<file path="src/rtl/strobe_port_pkg.sv">
package strobe_port_pkg;

  localparam int PC_W     = 8;
  localparam int SEL_W    = $clog2(PC_W);
  localparam int IRQ_POS  = 0;
  localparam int FLAG_POS = 1;
  localparam int STB_POS  = 2;
  localparam int SPARE_LO = 3;
  localparam int SPARE_W  = PC_W - SPARE_LO;

  typedef enum logic {
    CH_IN  = 1'b0,
    CH_OUT = 1'b1
  } ch_dir_e;

  // Pin level of the buffer flag: high-true full for input, low-true full for output.
  function automatic logic flag_pin(ch_dir_e d, logic full);
    return (d == CH_OUT) ? ~full : full;
  endfunction

  // Status byte seen by the processor.
  function automatic logic [PC_W-1:0] pack_status(logic [SPARE_W-1:0] spare,
                                                   logic inte, logic flag, logic irq);
    logic [PC_W-1:0] s;
    s = '0;
    s[IRQ_POS]  = irq;
    s[FLAG_POS] = flag;
    s[STB_POS]  = inte;
    s[PC_W-1:SPARE_LO] = spare;
    return s;
  endfunction

  // Next buffer-full state. Filling events win over draining events.
  function automatic logic full_next(ch_dir_e d, logic full, logic hs_low,
                                     logic rd_end, logic wr);
    if (d == CH_IN) begin
      if (hs_low)      return 1'b1;
      else if (rd_end) return 1'b0;
    end else begin
      if (wr)          return 1'b1;
      else if (hs_low) return 1'b0;
    end
    return full;
  endfunction

  // Next interrupt request. A qualified handshake release wins over the clearing access.
  function automatic logic irq_next(ch_dir_e d, logic irq, logic hs_rise, logic inte,
                                    logic rd_start, logic wr);
    if (hs_rise && inte) return 1'b1;
    if ((d == CH_IN) ? rd_start : wr) return 1'b0;
    return irq;
  endfunction

endpackage

</file>
<file path="src/rtl/strobe_port_sync.sv">
module strobe_port_sync #(
  parameter int   W       = 1,
  parameter int   STAGES  = 2,
  parameter logic RST_VAL = 1'b0
) (
  input  logic         clk,
  input  logic         rst_n,
  input  logic [W-1:0] d,
  output logic [W-1:0] q
);
  logic [W-1:0] stg [STAGES];

  always_ff @(posedge clk) begin
    if (!rst_n) begin
      for (int i = 0; i < STAGES; i++) stg[i] <= {W{RST_VAL}};
    end else begin
      stg[0] <= d;
      for (int i = 1; i < STAGES; i++) stg[i] <= stg[i-1];
    end
  end

  assign q = stg[STAGES-1];
endmodule

</file>
<file path="src/rtl/strobe_port_edge.sv">
module strobe_port_edge #(
  parameter logic RST_VAL = 1'b0
) (
  input  logic clk,
  input  logic rst_n,
  input  logic lvl,
  output logic rise,
  output logic fall
);
  logic prev;

  always_ff @(posedge clk) begin
    if (!rst_n) prev <= RST_VAL;
    else        prev <= lvl;
  end

  assign rise = lvl & ~prev;
  assign fall = ~lvl & prev;
endmodule

</file>
<file path="src/rtl/strobe_port_bitcmd.sv">
module strobe_port_bitcmd
  import strobe_port_pkg::*;
(
  input  logic               clk,
  input  logic               rst_n,
  input  logic               bsr_we,
  input  logic [SEL_W-1:0]   bsr_bit,
  input  logic               bsr_set,
  output logic               inte,
  output logic [SPARE_W-1:0] spare
);
  logic [SPARE_W-1:0] hit;

  for (genvar i = 0; i < SPARE_W; i++) begin : g_hit
    assign hit[i] = bsr_we && (bsr_bit == SEL_W'(SPARE_LO + i));
  end

  always_ff @(posedge clk) begin
    if (!rst_n) begin
      inte  <= 1'b0;
      spare <= '0;
    end else begin
      if (bsr_we && bsr_bit == SEL_W'(STB_POS)) inte <= bsr_set;
      for (int i = 0; i < SPARE_W; i++)
        if (hit[i]) spare[i] <= bsr_set;
    end
  end
endmodule

</file>
<file path="src/rtl/strobe_port_chan.sv">
module strobe_port_chan
  import strobe_port_pkg::*;
#(
  parameter int DW = 8
) (
  input  logic          clk,
  input  logic          rst_n,
  input  ch_dir_e       dir,
  input  logic          hs_lvl,
  input  logic          hs_rise,
  input  logic          rd_start,
  input  logic          rd_end,
  input  logic          wr,
  input  logic [DW-1:0] wdata,
  input  logic [DW-1:0] din,
  input  logic          inte,
  output logic          full,
  output logic          irq,
  output logic [DW-1:0] in_q,
  output logic [DW-1:0] out_q
);
  logic hs_low;
  logic wr_act;

  assign hs_low = ~hs_lvl;
  assign wr_act = wr && (dir == CH_OUT);

  always_ff @(posedge clk) begin
    if (!rst_n) begin
      full  <= 1'b0;
      irq   <= 1'b0;
      in_q  <= '0;
      out_q <= '0;
    end else begin
      full <= full_next(dir, full, hs_low, rd_end, wr_act);
      irq  <= irq_next(dir, irq, hs_rise, inte, rd_start, wr_act);
      if (dir == CH_IN && hs_low) in_q  <= din;
      if (wr_act)                 out_q <= wdata;
    end
  end
endmodule

</file>
<file path="src/rtl/strobe_port.sv">
module strobe_port
  import strobe_port_pkg::*;
#(
  parameter int DW          = 8,
  parameter int SYNC_STAGES = 2
) (
  input  logic               clk,
  input  logic               rst_n,
  input  logic               dir_out,
  input  logic               cpu_rd,
  input  logic               cpu_wr,
  input  logic [DW-1:0]      cpu_wdata,
  output logic [DW-1:0]      cpu_rdata,
  input  logic               bsr_we,
  input  logic [SEL_W-1:0]   bsr_bit,
  input  logic               bsr_set,
  output logic [PC_W-1:0]    pc_rdata,
  input  logic [DW-1:0]      ext_din,
  output logic [DW-1:0]      ext_dout,
  input  logic               hs_stb_n,
  output logic               hs_flag,
  output logic               hs_irq,
  output logic [SPARE_W-1:0] pc_spare
);
  ch_dir_e       dir;
  logic          hs_lvl;
  logic [DW-1:0] din_s;
  logic          evt_hs_rise, evt_hs_fall;
  logic          evt_rd_start, evt_rd_end;
  logic          inte, full, irq;
  logic [DW-1:0] in_q, out_q;

  assign dir = ch_dir_e'(dir_out);

  strobe_port_sync #(.W(1), .STAGES(SYNC_STAGES), .RST_VAL(1'b1)) u_hs_sync (
    .clk(clk), .rst_n(rst_n), .d(hs_stb_n), .q(hs_lvl));

  strobe_port_sync #(.W(DW), .STAGES(SYNC_STAGES), .RST_VAL(1'b0)) u_din_sync (
    .clk(clk), .rst_n(rst_n), .d(ext_din), .q(din_s));

  strobe_port_edge #(.RST_VAL(1'b1)) u_hs_edge (
    .clk(clk), .rst_n(rst_n), .lvl(hs_lvl), .rise(evt_hs_rise), .fall(evt_hs_fall));

  strobe_port_edge #(.RST_VAL(1'b0)) u_rd_edge (
    .clk(clk), .rst_n(rst_n), .lvl(cpu_rd), .rise(evt_rd_start), .fall(evt_rd_end));

  strobe_port_bitcmd u_bitcmd (
    .clk(clk), .rst_n(rst_n), .bsr_we(bsr_we), .bsr_bit(bsr_bit), .bsr_set(bsr_set),
    .inte(inte), .spare(pc_spare));

  strobe_port_chan #(.DW(DW)) u_chan (
    .clk(clk), .rst_n(rst_n), .dir(dir), .hs_lvl(hs_lvl), .hs_rise(evt_hs_rise),
    .rd_start(evt_rd_start), .rd_end(evt_rd_end), .wr(cpu_wr), .wdata(cpu_wdata),
    .din(din_s), .inte(inte), .full(full), .irq(irq), .in_q(in_q), .out_q(out_q));

  assign hs_flag   = flag_pin(dir, full);
  assign hs_irq    = irq;
  assign ext_dout  = out_q;
  assign cpu_rdata = (dir == CH_OUT) ? out_q : in_q;
  assign pc_rdata  = pack_status(pc_spare, inte, hs_flag, irq);
endmodule

</file>
<file path="config.mk">
export PLATFORM = sky130hd
export DESIGN_NAME = strobe_port
export DESIGN_NICKNAME = d
export VERILOG_FILES = /design/src/rtl/strobe_port_pkg.sv /design/src/rtl/strobe_port_sync.sv /design/src/rtl/strobe_port_edge.sv /design/src/rtl/strobe_port_bitcmd.sv /design/src/rtl/strobe_port_chan.sv /design/src/rtl/strobe_port.sv
export SDC_FILE = /design/constraint.sdc
export NUM_CORES = 1
export LEC_CHECK = 0
export ABC_AREA = 1
export BUFFER_PORTS_ARGS = -buffer_cell sky130_fd_sc_hd__buf_4
export CAP_MARGIN = 20
export CORE_MARGIN = 2
export CORE_UTILIZATION = 45
export CTS_BUF_LIST = sky130_fd_sc_hd__clkbuf_4
export DETAILED_ROUTE_END_ITERATION = 6
export GPL_TIMING_DRIVEN = 1
export HOLD_SLACK_MARGIN = 0.05
export PLACE_DENSITY_LB_ADDON = 0.15
export SYNTH_ARGS = -nofsm -noshare
export SYNTH_HDL_FRONTEND = slang
export SYNTH_HIERARCHICAL = 1
export SYNTH_SLANG_ARGS = --single-unit
</file>
<file path="constraint.sdc">
create_clock -name clk -period 0.9 [get_ports clk]
set_clock_uncertainty 0.1 [all_clocks]
set_input_delay 0.09 -clock clk [delete_from_list [all_inputs] [get_ports clk]]
set_output_delay 0.09 -clock clk [all_outputs]
set_load 0.02 [all_outputs]
</file>
[Yosys cells after proc, flatten, opt, wreduce, memory -nomap -nowiden]
Memories as Yosys holds them, arrays and structs flattened. A register that Yosys moved wholly into a read port is not among the register bits.
Index checks and enable logic that the tools add are counted.
Word-level totals
  register bits: 18
  RAM bits: 18
  input bits: 27
  word-level logic and storage cells: 72
  memories kept: 2
Cells by class
  equal/unequal tests: 6
  mux-type cells: 29
  bitwise gates (word level): 13
  reduce and logical (&&, ||, !) cells: 11
Memories
  u_din_sync.stg: words 2, width 8, rd ports 2, clocked after memory_dff 1, write ports 2, RTL line strobe_port_sync.sv:11  | logic [W-1:0] stg [STAGES];
  u_hs_sync.stg: words 2, width 1, rd ports 2, clocked after memory_dff 0, write ports 2, RTL line strobe_port_sync.sv:11
Operators with widths (number)
  two-way mux 1 bit: 26
  two-way mux 8 bit: 3
  equality test 3 bit (second input constant): 4
  logical AND 1 bit: 9
  equality test 3 x 2 -> 1 bit (second input constant): 2
  inverter 1 bit: 6
  bitwise OR 1 bit: 4
  AND 1 bit: 3
  nonzero test 2 bit: 1
  logical NOT 1 bit: 1

[Longest topological paths before layout]
  depth in word-level cells: 9
  mapped depth: 5

[By module]
Netlist, hierarchy kept.
By module, submodules not included
  strobe_port_chan: instances 1, cells each 83, area an instance 655.6 sq um, seq. area each 360.3 sq um
  strobe_port_sync at u_din_sync: instances 1, cells each 58, area an instance 544.3 sq um, seq. area each 320.3 sq um
  strobe_port_bitcmd: instances 1, cells each 43, area an instance 286.5 sq um, seq. area each 120.1 sq um
  strobe_port: instances 1, cells each 38, area an instance 180.2 sq um, seq. area each 0.0 sq um
  strobe_port_sync at u_hs_sync: instances 1, cells each 6, area an instance 55.1 sq um, seq. area each 40.0 sq um
  strobe_port_edge at u_rd_edge: instances 1, cells each 7, area an instance 45.0 sq um, seq. area each 20.0 sq um
  strobe_port_edge at u_hs_edge: instances 1, cells each 6, area an instance 38.8 sq um, seq. area each 20.0 sq um

[Least setup slack after synthesis]
OpenSTA, ideal clock, no wires.
  path type: register to output
  from: register u_chan.full
  to: output port pc_rdata[1]
  data arrival time: 743 ps
  required time: 710 ps
  setup slack: -33 ps
  stages on the path, launching flop included: 5
  path buffers: 1
  cells stage by stage: dfxtp_1 inv_1 nand2_1 nand2_1 buf_4
On the way
  longest elaborated chain between the ends: 2
Ends and longest elaborated chain
  start: declaration: RTL line strobe_port_chan.sv:17  | output logic full,
  start signal: assignment: RTL line strobe_port_chan.sv:35  | full <= full_next(dir, full, hs_low, rd_end, wr_act);
  inverter 1 bit: RTL line strobe_port_pkg.sv:18  | return (d == CH_OUT) ? ~full : full;
  two-way mux 1 bit *: RTL line strobe_port_pkg.sv:18
  end: declaration: RTL line strobe_port.sv:17  | output logic [PC_W-1:0] pc_rdata,
Mark *: on every way between the ends. The rest lies on a longest branch, timed or not.

[Worst setup path after layout]
  from: register u_chan.full
  to: output port hs_flag
On the way
  longest elaborated chain between the ends: 2
Ends and longest elaborated chain
  inverter 1 bit: RTL line strobe_port_pkg.sv:18
  two-way mux 1 bit *: RTL line strobe_port_pkg.sv:18
  end: declaration: RTL line strobe_port.sv:21  | output logic hs_flag,
Marked as above.

==> impl_metrics.py <==
metrics = {
    "outcome": {
        "outcome": "finished, violations left",
        "violations": "negative hold slack, negative setup slack",
    },
    "layout": {
        "fill_cells": 278,
        "nets": 348,
        "drive_gt1_frac": 0.488,
        "diodes": 0,
        "stdcell_count": 370,
        "syn2layout_area_growth_pct": 59.8,
        "fin_util": 0.767,
    },
    "drt": {
        "topRoutingLayerUsed": "met4",
        "first_pass_iters": 4,
        "drc": 0,
        "via_per_inst": 4.49,
        "wl_met3_um": 263,
        "wl_met1_um": 1730,
        "wirelength_um": 4320,
        "wl_met2_um": 2220,
        "dr.first_iter.drc_count": 141,
        "vias": 1660,
        "final_antenna_net_count": 0,
        "wire_per_inst_um": 11.7,
    },
    "global_route": {
        "antenna_found_initial": 0,
        "track_usage": 0.184,
        "grt_pass1_wl_um": 6180,
        "grt_pass1_vias": 1415,
        "grt_max_degree": 25,
        "grt_overflow_total": 0,
    },
    "critical_path": {
        "worstSetupEndpointType": "output pin",
        "path_class": "register to output pin",
        "reg2reg_slack_ns": -0.16,
        "crit_buf_inv": 2,
        "reg2reg_depth": 4,
        "cp_cell_sequence": "inv_2 > nand2_2 > nand2_2 > buf_6",
        "crit_end": "hs_flag",
        "required_ns": 0.71,
        "max_stage_delay_ns": 0.37,
        "path_depth": 4,
        "cp_slowest_cell": "dfxtp_2",
        "crit_fanout": 3,
        "startpoint": "u_chan/full",
        "worstReg2RegStart": "u_hs_sync/stg[0][1]",
        "cp_top_family": "flip-flops",
        "critPathArrivalTime_ns": 1.02,
        "cpMostUsedCell": "nand2_2",
        "critPathLaunchType": "register",
        "rr_endpoint": "u_chan/full",
    },
    "power_and_ir_drop": {
        "p_int_uw": 3060,
        "clkPwrFrac": 0.300,
        "power_uw": 4150,
        "leakage_uw": 0.00149,
        "net-switching-power_uw": 1090,
        "power_density_nw_per_um2": 1450,
        "seq_power_share": 0.506,
        "p_comb_frac": 0.194,
        "swShare": 0.262,
        "ir_worst_vdd_mv": 1.22,
    },
    "placed_design": {
        "hpwl_um": 2340,
        "port_buffers": 57,
        "place_ws_ns": -0.114,
        "dp.cells": 328,
        "place.gp.congestion": 0.757,
    },
    "synthesis": {
        "synthCells": 239,
        "yosys_warnings": 6,
        "syn_nets": 266,
        "synth_area_sq_um": 1800,
        "avgSynthCellArea_sq_um": 7.52,
    },
    "floorplanning": {
        "core_sq_um": 3740,
        "die_area_sq_um": 4520,
        "pin_count": 58,
        "die_h_um": 67.2,
        "die_w_um": 67.2,
        "initial_utilization": 0.480,
        "std_cell_rows": 22,
    },
    "clock_tree": {
        "clk_path_buf_depth": 2,
        "numCtsBuffers": 5,
        "cts-root-buf": "clkbuf_4",
        "cts_tree": "yes",
        "path_clk_slew_ns": 0.13,
        "htreeDepth": 2,
        "clkLatencyLatePin_ns": 0.36,
        "cts_num_sinks": 44,
    },
    "sta": {
        "period_needed_ns": 1.21,
        "slew_headroom": 0.845,
        "worstMarginPinSlew_ns": 0.233,
        "max_freq_mhz": 825,
        "fin_hold_ws_ns": -0.0289,
        "rsz0062_at_grt": "true",
        "setup_viol": 41,
        "fin_crit_sh": 1.35,
        "hold_viol_final": 4,
        "slew_violations": 0,
        "final.setup.worst_slack_ns": -0.312,
    },
    "worst_hold_path": {
        "hp-class": "input port to register",
        "min_from": "bsr_bit[2]",
    },
    "run": {
        "drv_cap": 0,
    },
}
-- power by group through the flow --
stage          logic (uW)  clock network (uW)  registers (uW)
2_1_floorplan         309                   0            2160
3_3_place_gp          564                   0            2130
3_5_place_dp          570                   0            2130
4_1_cts               722                1270            2100
5_1_grt               873                1380            2110
6_report              804                1250            2100
-- layout make-up --
| class | count | area [sq um] | share of cell area |
|---|---|---|---|
| tap | 48 | 60.1 | 0.0209 |
| clock inverter | 3 | 47.5 | 0.0166 |
| inverter | 35 | 141 | 0.0492 |
| sequential | 44 | 920 | 0.320 |
| clock buffer | 5 | 37.5 | 0.0131 |
| timing repair buffer | 95 | 970 | 0.338 |
| multi-input combinational | 140 | 697 | 0.243 |
-- repair_timing --
action | 4_1_cts | 5_1_grt
resized for setup | 77 | 31
setup buffers | 7 | 6
pin swaps | 18 | 16
setup endpoints to repair | 39 | 46
hold endpoints to repair | 43 | 12
cloned | 0 | 2
hold buffers | 20 | 1
-- worst register-to-register path, delay by kind of cell (launching register included) --
| kind | cells | cell delay, ns |
|---|---|---|
| and+or+nand+nor | 2 | 0.25 |
| DFF | 1 | 0.38 |
| buffers and inverters | 1 | 0.16 |
| AOI/OAI and AO/OA | 1 | 0.10 |
-- per-layer routing --
metal	up-vias	track usage
met2	65	0.309
met3	13	0.0617
met5	-	0
met4	0	0.0587
li1	861	-
met1	721	0.222
-- worst min path at each step --
stage	depth (start not counted)	slack, ns	end
finish	4	-0.03	u_bitcmd/spare[0]
global route	4	-0.04	u_bitcmd/spare[2]
CTS	4	-0.04	u_bitcmd/spare[0]
detailed placement	3	0.17	u_hs_sync/stg[0][0]
global placement	3	0.16	u_hs_sync/stg[0][0]
floorplan	1	0.06	u_hs_sync/stg[0][1]
-- layout by cell type, fill, tap and decap left out --
| cell type | instances |
|---|---|
| buf_6 | 39 |
| dfxtp_4 | 3 |
| buf_4 | 33 |
| nand2_4 | 1 |
| inv_2 | 2 |
| dfxtp_1 | 19 |
| a21oi_1 | 5 |
| nand2_1 | 39 |
| buf_12 | 2 |
| dlymetal6s4s_1 | 1 |
| nor2_4 | 2 |
| o21ai_2 | 8 |
| clkbuf_16 | 2 |
| dlygate4sd3_1 | 18 |
| nand3_1 | 6 |
| inv_6 | 1 |
| bufinv_16 | 1 |
| inv_1 | 30 |
| a21oi_2 | 2 |
| nor2_2 | 8 |
| o21ai_1 | 3 |
| inv_4 | 2 |
| o21ai_0 | 5 |
| clkinv_4 | 2 |
| nor2_1 | 39 |
| clkbuf_4 | 5 |
| dfxtp_2 | 22 |
| nand2_2 | 22 |
-- registers in the layout, summed over array words and instances, names as in the netlist --
| signal | count |
|---|---|
| u_bitcmd/inte | 1 |
| u_bitcmd/spare | 5 |
| u_chan/full | 1 |
| u_chan/in_q | 8 |
| u_chan/irq | 1 |
| u_chan/out_q | 8 |
| u_din_sync/stg | 16 |
| u_hs_edge/prev | 1 |
| u_hs_sync/stg | 2 |
| u_rd_edge/prev | 1 |
-- metrics by stage --
stage / TNS (ns) / cell area (sq um)
final: -7.20 / 2870
after global routing: -9.33 / 2870
after detailed placement: -0.811 / 2180
after floorplan: 0 / 1800
after global placement: -0.553 / 2180
after CTS: -6.90 / 2710
No activity file was read; power rests on OpenSTA's default activity.
